==> config.mk <==
export PLATFORM = sky130hd
export DESIGN_NAME = clk_pd_seq
export DESIGN_NICKNAME = d
export VERILOG_FILES = /design/src/rtl/pdseq_pkg.sv /design/src/rtl/pdseq_sync.sv /design/src/rtl/pdseq_lock_timer.sv /design/src/rtl/pdseq_fsm.sv /design/src/rtl/clk_pd_seq.sv
export SDC_FILE = /design/constraint.sdc
export NUM_CORES = 1
export LEC_CHECK = 0
export ABC_AREA = 1
export BUFFER_PORTS_ARGS = -buffer_cell sky130_fd_sc_hd__buf_2
export CAP_MARGIN = 10
export CORE_MARGIN = 3
export CORE_UTILIZATION = 51
export CTS_CLUSTER_DIAMETER = 40
export DETAILED_ROUTE_END_ITERATION = 10
export GPL_TIMING_DRIVEN = 0
export PLACE_DENSITY = 0.78
export SYNTH_ARGS = -nofsm -noshare
export SYNTH_HDL_FRONTEND = slang
export SYNTH_SLANG_ARGS = --single-unit
==> constraint.sdc <==
create_clock -name clk -period 1.3 [get_ports clk]
set_input_delay 0.065 -clock clk [delete_from_list [all_inputs] [get_ports clk]]
set_output_delay 0.065 -clock clk [all_outputs]
set_load 0.01 [all_outputs]
==> src/rtl/pdseq_pkg.sv <==
package pdseq_pkg;

  typedef enum logic [2:0] {
    ST_RUN       = 3'd0,
    ST_FORCE_LOW = 3'd1,
    ST_OSC_OFF   = 3'd2,
    ST_WAKE      = 3'd3,
    ST_LOCK_WAIT = 3'd4
  } pd_state_e;

  typedef struct packed {
    logic force_low;
    logic osc_en;
    logic vco_en;
    logic stop_mask;
  } pd_ctl_t;

  // Output controls belonging to each state
  function automatic pd_ctl_t ctl_of_state(input pd_state_e s);
    pd_ctl_t c;
    c.force_low = 1'b1;
    c.osc_en    = 1'b1;
    c.vco_en    = 1'b1;
    c.stop_mask = 1'b1;
    case (s)
      ST_RUN: begin
        c.force_low = 1'b0;
        c.stop_mask = 1'b0;
      end
      ST_OSC_OFF: begin
        c.osc_en = 1'b0;
        c.vco_en = 1'b0;
      end
      ST_WAKE: c.vco_en = 1'b0;
      default: ;
    endcase
    return c;
  endfunction

endpackage

==> src/rtl/pdseq_sync.sv <==
module pdseq_sync #(
  parameter int          WIDTH  = 1,
  parameter int          STAGES = 2,
  parameter logic [WIDTH-1:0] RST_VAL = '1
) (
  input  logic             clk,
  input  logic             rst_n,
  input  logic [WIDTH-1:0] d_async,
  output logic [WIDTH-1:0] q_sync
);

  logic [WIDTH-1:0] stage_q [STAGES];

  for (genvar i = 0; i < STAGES; i++) begin : g_stage
    always_ff @(posedge clk or negedge rst_n) begin
      if (!rst_n) stage_q[i] <= RST_VAL;
      else if (i == 0) stage_q[i] <= d_async;
      else stage_q[i] <= stage_q[(i == 0) ? 0 : i-1];
    end
  end

  assign q_sync = stage_q[STAGES-1];

endmodule

==> src/rtl/pdseq_lock_timer.sv <==
module pdseq_lock_timer #(
  parameter int LOCK_CYCLES = 28636,
  localparam int CNT_W = (LOCK_CYCLES > 2) ? $clog2(LOCK_CYCLES) : 1
) (
  input  logic clk,
  input  logic rst_n,
  input  logic active,
  output logic done
);

  logic [CNT_W-1:0] cnt_q;

  function automatic logic at_limit(input logic [CNT_W-1:0] c);
    return c == CNT_W'(LOCK_CYCLES - 1);
  endfunction

  always_ff @(posedge clk or negedge rst_n) begin
    if (!rst_n)       cnt_q <= '0;
    else if (!active) cnt_q <= '0;
    else if (!at_limit(cnt_q)) cnt_q <= cnt_q + CNT_W'(1);
  end

  assign done = active && at_limit(cnt_q);

endmodule

==> src/rtl/pdseq_fsm.sv <==
module pdseq_fsm
  import pdseq_pkg::*;
(
  input  logic      clk,
  input  logic      rst_n,
  input  logic      pd_req,
  input  logic      lock_done,
  output pd_state_e state,
  output logic      ev_enter,
  output logic      ev_abort
);

  pd_state_e nxt;

  always_comb begin
    nxt = state;
    case (state)
      ST_RUN:       if (pd_req) nxt = ST_FORCE_LOW;
      ST_FORCE_LOW: nxt = ST_OSC_OFF;
      ST_OSC_OFF:   if (!pd_req) nxt = ST_WAKE;
      ST_WAKE:      nxt = pd_req ? ST_OSC_OFF : ST_LOCK_WAIT;
      ST_LOCK_WAIT: begin
        if (pd_req)         nxt = ST_FORCE_LOW;
        else if (lock_done) nxt = ST_RUN;
      end
      default:      nxt = ST_RUN;
    endcase
  end

  always_ff @(posedge clk or negedge rst_n) begin
    if (!rst_n) state <= ST_RUN;
    else        state <= nxt;
  end

  assign ev_enter = (state == ST_RUN) && pd_req;
  assign ev_abort = (state == ST_LOCK_WAIT) && pd_req;

endmodule

==> src/rtl/clk_pd_seq.sv <==
module clk_pd_seq
  import pdseq_pkg::*;
#(
  parameter int SYNC_STAGES = 2,
  parameter int LOCK_CYCLES = 28636
) (
  input  logic clk,
  input  logic rst_n,
  input  logic pd_n,
  input  logic cpu_stop_n,
  input  logic bus_stop_n,
  output logic force_low,
  output logic osc_en,
  output logic vco_en,
  output logic stop_mask,
  output logic cpu_halt,
  output logic bus_halt
);

  localparam int NUM_IN = 3;

  logic [NUM_IN-1:0] raw_n, sync_n;
  logic              pd_sync;
  logic              lock_done;
  logic              ev_enter, ev_abort;
  pd_state_e         state;
  pd_ctl_t           ctl;

  assign raw_n = {bus_stop_n, cpu_stop_n, pd_n};

  pdseq_sync #(
    .WIDTH(NUM_IN), .STAGES(SYNC_STAGES), .RST_VAL({NUM_IN{1'b1}})
  ) u_sync (
    .clk(clk), .rst_n(rst_n), .d_async(raw_n), .q_sync(sync_n)
  );

  assign pd_sync = ~sync_n[0];

  pdseq_fsm u_fsm (
    .clk(clk), .rst_n(rst_n), .pd_req(pd_sync), .lock_done(lock_done),
    .state(state), .ev_enter(ev_enter), .ev_abort(ev_abort)
  );

  pdseq_lock_timer #(.LOCK_CYCLES(LOCK_CYCLES)) u_lock (
    .clk(clk), .rst_n(rst_n), .active(state == ST_LOCK_WAIT), .done(lock_done)
  );

  assign ctl       = ctl_of_state(state);
  assign force_low = ctl.force_low;
  assign osc_en    = ctl.osc_en;
  assign vco_en    = ctl.vco_en;
  assign stop_mask = ctl.stop_mask;
  assign cpu_halt  = ~sync_n[1] & ~ctl.stop_mask;
  assign bus_halt  = ~sync_n[2] & ~ctl.stop_mask;

endmodule

==> impl_metrics.ini <==
[outcome]
outcome = finished, violations left
violations = setup timing

[pwr]
power.density_nw_per_um2 = 1302
p_int_uw = 1527
peakVddDrop_v = 0.001206
power_switching_share_pct = 29.96
p_comb_share_pct = 36.1
power.leakage_uw = 0.0007881
p_sw_uw = 653.0
clkPwrFrac_pct = 24.7
p_seq_share_pct = 39.1

[detailed_routing]
drt-initial-drc-count = 15
routed_via_density = 5.301
final_antenna_net_count = 0
vias = 1161
wl_per_cell_um = 13.30
firstDrtPassIters = 5
drc_errors = 0
wl_mm = 2.913

[sta]
setup_viol = 11
tightest_slew_ns = 0.5285
finalHoldViolations = 0
whs_ns = 0.2437
finalCritPeriodShare_pct = 106.5
postLayoutSetupSlackWorst_ns = -0.08468
slew_headroom_pct = 64.77
rsz0062_at_grt = true
fmax_mhz = 722.2
slew_viol_final = 0
finClkSkew_ns = 0.004327
period_minus_slack_ns = 1.385

[worst_setup_path]
start_kind = flop
worst-path-max-fanout = 5
cp-end-kind = flop
worst-endpoint-required_ns = 1.56
crit_arrival_ns = 1.64
crit_type = flop to flop

[layout]
layout_commonest_cell = nand2_1
drive_gt1_share_pct = 36.65
fill_cells = 153
layout.nets = 198
final_util_pct = 74.25
finalNonFillerCells = 219
mostFrequentLayoutCells = nand2_1 (31), nor2_1 (23), inv_1 (20), dfrtp_1 (17), buf_4 (15)
area_delta_synth_final_pct = 36.53
antenna_cells = 0

[floorplanning]
start_util_pct = 54.38
io_pins = 11
rows = 17
core_area_um2 = 2255
die_area_um2 = 3029
die_y_um = 55.04
dieWidth_um = 55.04

[synth]
ys_ff_latch = 24
ys_top_cells_by_area = dfrtp_1 (37%), dfstp_2 (13%), nand2_1 (11%)
synth_edf_count = 0
synth_nets = 161
ys_seq_area_share_pct = 49.59
synth_top_area_cell = dfrtp_1
yosysWarnings = 0
ys_types = 25
avgSynthCellArea_um2 = 7.911
synthFlopType = dfrtp_1
postSynthCellCount = 155
synthArstFlopShare_pct = 100.0
synth_top_area_share_pct = 36.73
synth_area_um2 = 1226

[clock_tree]
clock-sinks = 24
h-tree-depth = 1
cts_tree = yes
clk_pin_slew_worst_paths_ns = 0.13
clock_latency_ns = 0.32
cts_buffers = 3
clockRootBuffer = clkbuf_4
cts.path.max_buffers = 2

[placed_design]
dp_hpwl_mm = 1.804
dp_cells = 193
gp_congestion = 0.8536
portBuffers = 10

[global_routing]
grt.total_usage_pct = 20.45
overflow = 0
grt_max_degree = 25
antenna_found_initial = 0
grt_pass1_vias = 1040
grt_pass1_wl_mm = 4.422

[flow_run]
drv_cap = 0

[worst_hold_path]
min_path_type = input pin to asynchronous set/reset pin
## critical path, cell delays in order, from the launching register on
cell and delay [ns]:
dfrtp_1 0.43, buf_4 0.13, buf_6 0.10, nand3_4 0.09, nor2_4 0.23, nand2_4 0.09
o21ai_2 0.12, nand2_1 0.06, nor2_1 0.08
## cells in the mapped netlist (3+ instances only)
cell and n:
dfstp_2 6, a21oi_1 3, o21ai_0 4, nand2_1 35, nand3_1 10, dfrtp_1 18, inv_1 24, nor2_1 27
nor2_4 3, nand4_1 3, xor2_1 3, nor3_1 6
## power by group through the flow
stage	registers [uW]	logic (uW)	clock network (uW)
2_1_floorplan	845	271	0
3_3_place_gp	850	400	0
3_5_place_dp	855	418	0
4_1_cts	849	548	548
5_1_grt	857	860	582
6_report	852	788	539
## routing by layer
metal | vias to the layer above | track usage, % | share of wire (%)
met1 | 568 | 24.24 | 43
met3 | 6 | 6.434 | 3.8
met2 | 29 | 36.22 | 52
met4 | 0 | 4.049 | 1.4
met5 | - | 0 | 0
li1 | 558 | - | -
## metrics by stage
step | setup slack [ns] | instance area [um^2] | TNS (ns) | total power (uW)
2_1_floorplan | 0.03626 | 1226 | 0 | 1116
6_report | -0.08468 | 1674 | -0.5391 | 2180
5_1_grt | -0.1701 | 1674 | -1.897 | 2298
4_1_cts | -0.06709 | 1511 | -0.2804 | 1946
3_3_place_gp | -0.1137 | 1311 | -0.3854 | 1250
3_5_place_dp | -0.1304 | 1311 | -0.5612 | 1273
## final cells by class
cell class,count,area [um^2],share of cell area (%)
Sequential cell,24,609.3,36.40
Multi-Input combinational cell,104,609.3,36.40
Clock buffer,3,22.52,1.345
Clock inverter,1,30.03,1.794
Inverter,25,93.84,5.605
Tap cell,28,35.03,2.093
Buffer,2,18.77,1.121
Timing Repair Buffer,32,255.2,15.25
## cells by family (layout without fill, tap and decap cells)
family,count (synthesis),in the layout,share of synthesized area (%)
simple gates,89,89,33.16
buf+inv,27,63,8.673
flops,24,24,49.59
compound gates,11,11,5.409
xor+xnor,3,3,2.143
fa+ha+maj,1,1,1.020
## repair_timing
action,CTS,global route
endpoints found under the hold margin,21,0
gates resized for setup,16,21
hold buffers,4,0
pin swaps,7,10
setup buffers,7,11
setup endpoints to repair,14,21
## final timing paths
kind | startpoint | end | slack (ns) | depth (start not counted)
worst max-delay path | u_lock.cnt_q[0] | u_lock.cnt_q[9] | -0.08 | 8
worst min-delay path | rst_n | u_lock.cnt_q[0] | 0.24 | 2
worst max register to register | u_lock.cnt_q[0] | u_lock.cnt_q[9] | -0.08 | 8
worst min register to register | u_sync.stage_q[5] | u_sync.q_sync[2] | 0.37 | 0
max in group asynchronous | rst_n | u_lock.cnt_q[2] | 0.68 | 2
min in group clk | u_sync.stage_q[5] | u_sync.q_sync[2] | 0.37 | 0
## flip-flops by register name, indices dropped and copies added (netlist names)
register and count:
u_sync.q_sync 3, u_lock.cnt_q 15, u_fsm.state 3, u_sync.stage_q 3
Note: power is estimated with default switching activity, not from simulation.
